## src/rtl/trig_stream_pkg.sv

```systemverilog
package trig_stream_pkg;
  localparam int SMP_W  = 14;
  localparam int LANE_W = 16;
  localparam int WORD_W = 2 * LANE_W;

  function automatic logic [LANE_W-1:0] sext_lane(input logic [SMP_W-1:0] s);
    return {{(LANE_W-SMP_W){s[SMP_W-1]}}, s};
  endfunction

  function automatic logic [WORD_W-1:0] join_pair(input logic [SMP_W-1:0] lo,
                                                  input logic [SMP_W-1:0] hi);
    return {sext_lane(hi), sext_lane(lo)};
  endfunction

  function automatic logic [15:0] sat_step(input logic [15:0] v, input logic [15:0] top);
    return (v == top) ? v : v + 16'd1;
  endfunction
endpackage

```

## src/rtl/gate_sync.sv

```systemverilog
module gate_sync (
  input  logic clk,
  input  logic rst_n,
  input  logic gate_async,
  output logic gate_lvl,
  output logic gate_rise,
  output logic gate_fall
);
  logic meta_q, sync_q, prev_q;

  always_ff @(posedge clk or negedge rst_n) begin
    if (!rst_n) begin
      meta_q <= 1'b0;
      sync_q <= 1'b0;
      prev_q <= 1'b0;
    end else begin
      meta_q <= gate_async;
      sync_q <= meta_q;
      prev_q <= sync_q;
    end
  end

  assign gate_lvl  = sync_q;
  assign gate_rise = sync_q & ~prev_q;
  assign gate_fall = ~sync_q & prev_q;
endmodule

```

## src/rtl/gate_window.sv

```systemverilog
module gate_window #(
  parameter bit HOLD_EN     = 1'b1,
  parameter int HOLD_CYCLES = 30_000_000
) (
  input  logic clk,
  input  logic rst_n,
  input  logic gate_lvl,
  input  logic gate_rise,
  input  logic gate_fall,
  output logic hold_active,
  output logic window_open
);
  localparam int CNT_W = (HOLD_CYCLES > 1) ? $clog2(HOLD_CYCLES + 1) : 1;
  localparam logic [CNT_W-1:0] LOAD_V = CNT_W'(HOLD_CYCLES - 1);

  generate
    if (HOLD_EN) begin : g_hold
      logic [CNT_W-1:0] remain_q;

      always_ff @(posedge clk or negedge rst_n) begin
        if (!rst_n) begin
          remain_q <= '0;
        end else if (gate_rise || gate_lvl) begin
          remain_q <= '0;
        end else if (gate_fall) begin
          remain_q <= LOAD_V;
        end else if (remain_q != '0) begin
          remain_q <= remain_q - 1'b1;
        end
      end

      assign hold_active = (remain_q != '0);
      assign window_open = gate_lvl | gate_fall | hold_active;
    end else begin : g_plain
      assign hold_active = 1'b0;
      assign window_open = gate_lvl;
    end
  endgenerate
endmodule

```

## src/rtl/pair_packer.sv

```systemverilog
module pair_packer
  import trig_stream_pkg::*;
#(
  parameter int CH_COUNT = 8,
  parameter int LO_IDX   = 0,
  parameter int HI_IDX   = 2
) (
  input  logic                      clk,
  input  logic                      rst_n,
  input  logic                      accept,
  input  logic [CH_COUNT*SMP_W-1:0] bus,
  output logic                      wr_q,
  output logic [WORD_W-1:0]         word_q
);
  logic [SMP_W-1:0] lane_lo, lane_hi;

  assign lane_lo = bus[LO_IDX*SMP_W +: SMP_W];
  assign lane_hi = bus[HI_IDX*SMP_W +: SMP_W];

  always_ff @(posedge clk or negedge rst_n) begin
    if (!rst_n) begin
      wr_q   <= 1'b0;
      word_q <= '0;
    end else begin
      wr_q <= accept;
      if (accept) word_q <= join_pair(lane_lo, lane_hi);
    end
  end
endmodule

```

## src/rtl/drop_tally.sv

```systemverilog
module drop_tally
  import trig_stream_pkg::*;
#(
  parameter int OVF_W = 16
) (
  input  logic             clk,
  input  logic             rst_n,
  input  logic             drop_evt,
  input  logic             clear,
  output logic [OVF_W-1:0] count_q,
  output logic             sticky_q
);
  localparam logic [15:0] TOP = 16'((64'd1 << OVF_W) - 1);

  always_ff @(posedge clk or negedge rst_n) begin
    if (!rst_n) begin
      count_q  <= '0;
      sticky_q <= 1'b0;
    end else if (clear) begin
      count_q  <= '0;
      sticky_q <= 1'b0;
    end else if (drop_evt) begin
      count_q  <= OVF_W'(sat_step(16'(count_q), TOP));
      sticky_q <= 1'b1;
    end
  end
endmodule

```

## src/rtl/trig_pair_streamer.sv

```systemverilog
module trig_pair_streamer
  import trig_stream_pkg::*;
#(
  parameter int CH_COUNT    = 8,
  parameter int LO_IDX      = 0,
  parameter int HI_IDX      = 2,
  parameter bit HOLD_EN     = 1'b1,
  parameter int HOLD_CYCLES = 30_000_000,
  parameter int OVF_W       = 16
) (
  input  logic                      clk,
  input  logic                      rst_n,
  input  logic                      gate_in,
  input  logic                      smp_vld,
  input  logic [CH_COUNT*SMP_W-1:0] smp_bus,
  input  logic                      fifo_full,
  input  logic                      ovf_clear,
  output logic                      fifo_wr,
  output logic [WORD_W-1:0]         fifo_data,
  output logic [OVF_W-1:0]          ovf_count,
  output logic                      ovf_sticky
);
  logic gate_lvl, gate_rise, gate_fall;
  logic hold_active, window_open;
  logic take_evt, drop_evt;

  gate_sync u_sync (
    .clk(clk), .rst_n(rst_n), .gate_async(gate_in),
    .gate_lvl(gate_lvl), .gate_rise(gate_rise), .gate_fall(gate_fall)
  );

  gate_window #(.HOLD_EN(HOLD_EN), .HOLD_CYCLES(HOLD_CYCLES)) u_win (
    .clk(clk), .rst_n(rst_n), .gate_lvl(gate_lvl), .gate_rise(gate_rise),
    .gate_fall(gate_fall), .hold_active(hold_active), .window_open(window_open)
  );

  assign take_evt = smp_vld & window_open & ~fifo_full;
  assign drop_evt = smp_vld & window_open & fifo_full;

  pair_packer #(.CH_COUNT(CH_COUNT), .LO_IDX(LO_IDX), .HI_IDX(HI_IDX)) u_pack (
    .clk(clk), .rst_n(rst_n), .accept(take_evt), .bus(smp_bus),
    .wr_q(fifo_wr), .word_q(fifo_data)
  );

  drop_tally #(.OVF_W(OVF_W)) u_drop (
    .clk(clk), .rst_n(rst_n), .drop_evt(drop_evt), .clear(ovf_clear),
    .count_q(ovf_count), .sticky_q(ovf_sticky)
  );
endmodule

```

## config.mk

```make
export PLATFORM = sky130hd
export DESIGN_NAME = trig_pair_streamer
export DESIGN_NICKNAME = d
export VERILOG_FILES = /design/src/rtl/trig_stream_pkg.sv /design/src/rtl/gate_sync.sv /design/src/rtl/gate_window.sv /design/src/rtl/pair_packer.sv /design/src/rtl/drop_tally.sv /design/src/rtl/trig_pair_streamer.sv
export SDC_FILE = /design/constraint.sdc
export NUM_CORES = 1
export LEC_CHECK = 0
export BUFFER_PORTS_ARGS = -buffer_cell sky130_fd_sc_hd__buf_4
export CAP_MARGIN = 20
export CORE_ASPECT_RATIO = 2
export CORE_UTILIZATION = 33
export DETAILED_ROUTE_END_ITERATION = 8
export GPL_TIMING_DRIVEN = 0
export PLACE_DENSITY = 0.57
export SYNTH_ARGS = -nofsm -noshare
export SYNTH_HDL_FRONTEND = slang
export SYNTH_SLANG_ARGS = --single-unit
```

## constraint.sdc

```tcl
create_clock -name clk -period 3.1 [get_ports clk]
set_input_delay 0.31 -clock clk [delete_from_list [all_inputs] [get_ports clk]]
set_output_delay 0.31 -clock clk [all_outputs]
set_load 0.02 [all_outputs]
```

=== Word level (Yosys, flattened, before mapping) ===
Cells that the tools add are included.

* Register bits after elaboration: 76
* Output and inout port bits: 50
* Word-level logic and storage cells: 35

* Add/sub/neg operators: 2
* Eq/ne operators: 2
* Multiplexer cells: 8
* Bitwise operators: 10
* Reductions and logical operators: 5

{| class="wikitable"
|+ Operators by type and width
! operator !! number
|-
| 25-bit 2-to-1 mux || 3
|-
| 16-bit 2-to-1 mux || 3
|-
| 25-bit nonzero test || 1
|-
| 25-bit by 1-bit subtractor with 25-bit output (second input constant) || 1
|-
| 16-bit by 1-bit adder with 16-bit output (second input constant) || 1
|-
| 16-bit == test (second input constant) || 1
|-
| 1-bit bitwise AND || 5
|-
| 1-bit NOT || 3
|-
| 3-bit nonzero test || 1
|-
| 1-bit 2-to-1 mux || 2
|-
| 2-bit inequality test (second input constant) || 1
|-
| 1-bit OR || 2
|-
| 2-bit AND reduction || 1
|-
| 2-bit nonzero test || 1
|-
| 1-bit logical OR || 1
|}

=== Longest topological paths before layout ===
* Depth in word-level cells: 8
* Mapped depth: 9

=== Cells and area by module ===
A second synthesis with hierarchy kept.

* Cell total of the unflattened synthesis: 326
* Area total of the unflattened synthesis: 3643.5 sq um

{| class="wikitable"
|+ Modules (own cells, without submodules)
! module !! times used !! cells an instance !! area an instance (sq um)
|-
| gate_window || 1 || 162 || 1437.6
|-
| pair_packer || 1 || 64 || 1197.4
|-
| drop_tally || 1 || 93 || 902.1
|-
| gate_sync || 1 || 5 || 90.1
|-
| trig_pair_streamer || 1 || 2 || 16.3
|}

=== Worst setup path after synthesis ===
No wires, ideal clock.

* Path kind: register to register
* Start point: register u_win.g_hold.remain_q[16]
* End point: register u_pack.word_q[18]
* Setup time: 125 ps
* Arrival time: 2113 ps
* Data required time: 2975 ps
* Path slack: 862 ps
* Stages on the path, launching flop included: 9
* Path buffers: 3
* Period minus slack after synthesis: 2238 ps
* Cell sequence: dfrtp_1 -> or4_1 -> buf_2 -> nand4b_4 -> o21ai_4 -> nor2_2 -> buf_6 -> buf_6 -> mux2_4

* Longest elaborated chain between the ends: 4

{| class="wikitable"
|+ RTL lines
! element !! line !! text
|-
| from (decl) || gate_window.sv:18 || <nowiki>logic [CNT_W-1:0] remain_q;</nowiki>
|-
| from (signal assigned) || gate_window.sv:28 || <nowiki>remain_q <= remain_q - 1'b1;</nowiki>
|-
| 25-bit nonzero test || gate_window.sv:32 || <nowiki>assign hold_active = (remain_q != '0);</nowiki>
|-
| 1-bit OR || gate_window.sv:33 || <nowiki>assign window_open = gate_lvl | gate_fall | hold_active;</nowiki>
|-
| 1-bit bitwise AND (2 in a row) || trig_pair_streamer.sv:37 || <nowiki>assign take_evt = smp_vld & window_open & ~fifo_full;</nowiki>
|-
| net take_evt || trig_pair_streamer.sv:25 || <nowiki>logic take_evt, drop_evt;</nowiki>
|-
| to (signal assigned) || pair_packer.sv:26 || <nowiki>if (accept) word_q <= join_pair(lane_lo, lane_hi);</nowiki>
|-
| to (decl) || pair_packer.sv:13 || <nowiki>output logic [WORD_W-1:0] word_q</nowiki>
|}

The timed path passes the listed nets, and every way through them passes these cells.
A chain may end at the register's enable or synchronous reset.

=== Final worst setup path ===
* Start point: register u_win.g_hold.remain_q[11]
* End point: register u_pack.word_q[22]

Same word-level chain as after synthesis.

==> qor.txt <==
Worst endpoint data arrival time: 2860 ps
Drt first pass iters: 4
DRC violations left: 0
Vias in the first global route: 3,059
Switching power: 0.694 mW
Max FO, Critical Path: 10
Simple-gate portion of the synthesized area: 17.6%
Syn Inst Count: 326
First-pass GRT wire length: 14,800 um
Antenna violations before repair: 0
Syn_nets: 447
Post-Synth Adder-Cell Area: 1.04%
Fin crit share: 85.3%
Post-CTS setup buffers: 0
Maxcap violations: 0
Synth Area in Compound Gates: 11.7%
Via count: 2,950
Post-CTS Resized: 0
Via density: 5.27
# IOs: 168
Critical R2R Launch: u_win.g_hold.remain_q[11]
Worst Setup SP: u_win.g_hold.remain_q[11]
Post-route minimum period: 2640 ps
Register area: 1850 sq um
P_leak: 2.05 nW
Hold_sp: gate_in
Hold buffer count at CTS: 0
Worst Setup End Kind: flip-flop
XOR/XNOR Fraction of Synth Area: 4.37%
Area grow syn2layout: 30.6%
Grt total ovfl: 0
Yosys reg bits: 74
DIE AREA: 11,400 sq um
Antenna Violating Nets Remaining: 0
Pin count of the biggest net entering global routing: 75
Fraction of layout cells with a size suffix above 1: 34.8%
IO Port Bufs: 82
Status: completed
Routability-driven placement congestion ratio: 0.805
Num CTS Buffers: 9
Routed len/inst: 16.2 um
PD cells: 567 nW/um^2
Initial core utilization: 34.2%
Multi-input combinational cell area: 1630 sq um
Fin nets: 540
Synth warn: 0
Internal: 1.98 mW
Ys async rst share: 100%
EDFF count, synth: 0
Logic pwr share: 17.1%
Total wire length: 9060 um
Min-Delay Path Class: primary input to flip-flop
Setup TNS: 0 ps
Dpl hpwl: 6600 um
Synthesized area: 3610 sq um
Mux cell area share after synthesis: 10.3%
Final Max Slew Viols: 0
Worst skew pair latency: 330 ps
Largest family of logic cells by synthesized area: simple AND/OR/NAND/NOR gates
Power, Total: 2.68 mW
Worst-path clk slew: 60 ps
RSZ-0062 raised after global routing: false
CTS Sinks: 74
Initial DRC Count: 88
Worst Tran Pin Value: 952 ps
Antenna fix cells: 0
# rows: 53
Seq/Total Area, Yosys: 51.3%
Power share of the clock group: 41.9%
Fmax: 378 MHz
H-tree levels: 3
Slew margin rel.: 36.5%
Core Footprint: 10,500 sq um
Number of distinct library cells after synthesis: 50
Die H: 150 um
CTS root buf: clkbuf_16
VDD IR-drop max: 0.363 mV
Fin Clk Skew: 7.79 ps
All-layer global routing usage: 16.6%
Bufs on Longest Clock Path: 2
CTS tree: done
Crit Path Class: flip-flop to flip-flop
Fin. Hold Viols: 0
Startpoint class of the critical path: flip-flop
Mapped Avg Cell Area: 11.1 sq um
# fillers: 996
Width of the die: 76.0 um
Main flop type after synthesis: dfrtp_1
Sw Share: 25.9%
Endpoints failing setup: 0
CP required: 3310 ps
Seq pwr share: 41.0%
[cells in the mapped netlist (4+ instances only)]
library cell	count	area, sq um
dfrtp_1	74	1850
nor2_1	30	113
mux2_2	21	236
a21oi_1	17	85.1
nand2_1	17	63.8
or4_1	12	90.1
xor2_1	12	105
mux2_4	9	135
nand3_1	9	45.0
o31ai_1	9	67.6
nor3_1	8	40.0
or3_1	8	50.1
clkbuf_1	7	26.3
o21ai_0	7	35.0
inv_1	6	22.5
xnor2_1	6	52.6
a211oi_1	5	37.5
nand4_1	5	31.3
nor4_1	5	31.3
o21a_1	5	37.5
buf_2	4	20.0
buf_4	4	30.0
o211ai_1	4	30.0
[layout by cell type, fill, tap and decap left out, drive strengths merged, types with 8 or more instances in the layout]
cell,instances
a21oi,17
buf,94
clkbuf,17
dfrtp,74
mux2,30
nand2,17
nand3,9
nor2,31
nor3,8
o21ai,9
o31ai,9
or3,8
or4,12
xor2,12
[per-layer routing]
layer	up-vias	part of all wire [%]	routed length, um	GRT usage, %
met1	1472	37	3330	16.9
li1	1377	-	-	-
met2	77	57	5160	31.4
met4	0	3.5	314	9.52
met3	24	2.8	252	2.87
met5	-	0	0	0
[sequential cells by signal, indices dropped and copies added, names as in the netlist]
| signal | cells |
|---|---|
| u_pack.word_q | 28 |
| u_win.g_hold.remain_q | 25 |
| u_drop.count_q | 16 |
| u_drop.sticky_q | 1 |
| u_pack.wr_q | 1 |
| u_sync.gate_lvl | 1 |
| u_sync.meta_q | 1 |
| u_sync.prev_q | 1 |
[power groups by stage]
stage	Clock, mW	Combinational [mW]	Sequential, mW
2_1_floorplan	0	0.192	1.18
3_3_place_gp	0	0.459	1.11
3_5_place_dp	0	0.465	1.11
4_1_cts	1.15	0.466	1.10
5_1_grt	1.18	0.493	1.11
6_report	1.12	0.458	1.10
[cell families after synthesis]
| logic type | Yosys count |
|---|---|
| and+or+nand+nor | 113 |
| DFF | 74 |
| AOI/OAI and AO/OA | 62 |
| muxes | 30 |
| buffers and inverters | 26 |
| xor gates and xnor gates | 18 |
| adders and majority gates | 3 |
[worst max-delay path, cell delays in order, from the launching register on]
cell and delay [ps]:
dfrtp_1 410, nor4_1 630, nand4_2 400, o21ai_4 400, nor2_2 80, buf_6 150
buf_6 160, mux2_4 300
[per-stage QoR]
step | hold WS [ps] | utilization, % | worst slack [ps] | cell area [sq um] | std cells
global route | 73.5 | 44.7 | 245 | 4720 | 560
finish | 83.5 | 44.7 | 456 | 4720 | 560
detailed placement | 336 | 41.7 | 430 | 4400 | 545
global placement | 336 | 41.7 | 432 | 4400 | 545
floorplan | 14.4 | - | 862 | 3610 | 326
CTS | 72.1 | 44.7 | 422 | 4720 | 560
[layout make-up]
cell class	count	area share (%)
plain buffers	19	2.26
multi-input cells	226	34.5
clock buffers	10	5.07
well taps	137	3.63
inverters	7	0.557
flip-flops and latches	74	39.3
repair buffers	82	13.1
clock inverters	5	1.67
[path summary, 6_finish.rpt]
| check | to | slack (ps) | cells after the start |
|---|---|---|---|
| max | u_pack.word_q[22] | 460 | 7 |
| min | u_sync.meta_q | 80 | 1 |
| max reg2reg | u_pack.word_q[22] | 460 | 7 |
| min reg2reg | u_sync.gate_lvl | 350 | 0 |
| max in group asynchronous | u_win.g_hold.remain_q[18] | 2350 | 1 |
| min in group asynchronous | u_pack.word_q[11] | 130 | 1 |
Note: power is estimated with default switching activity, not from simulation.
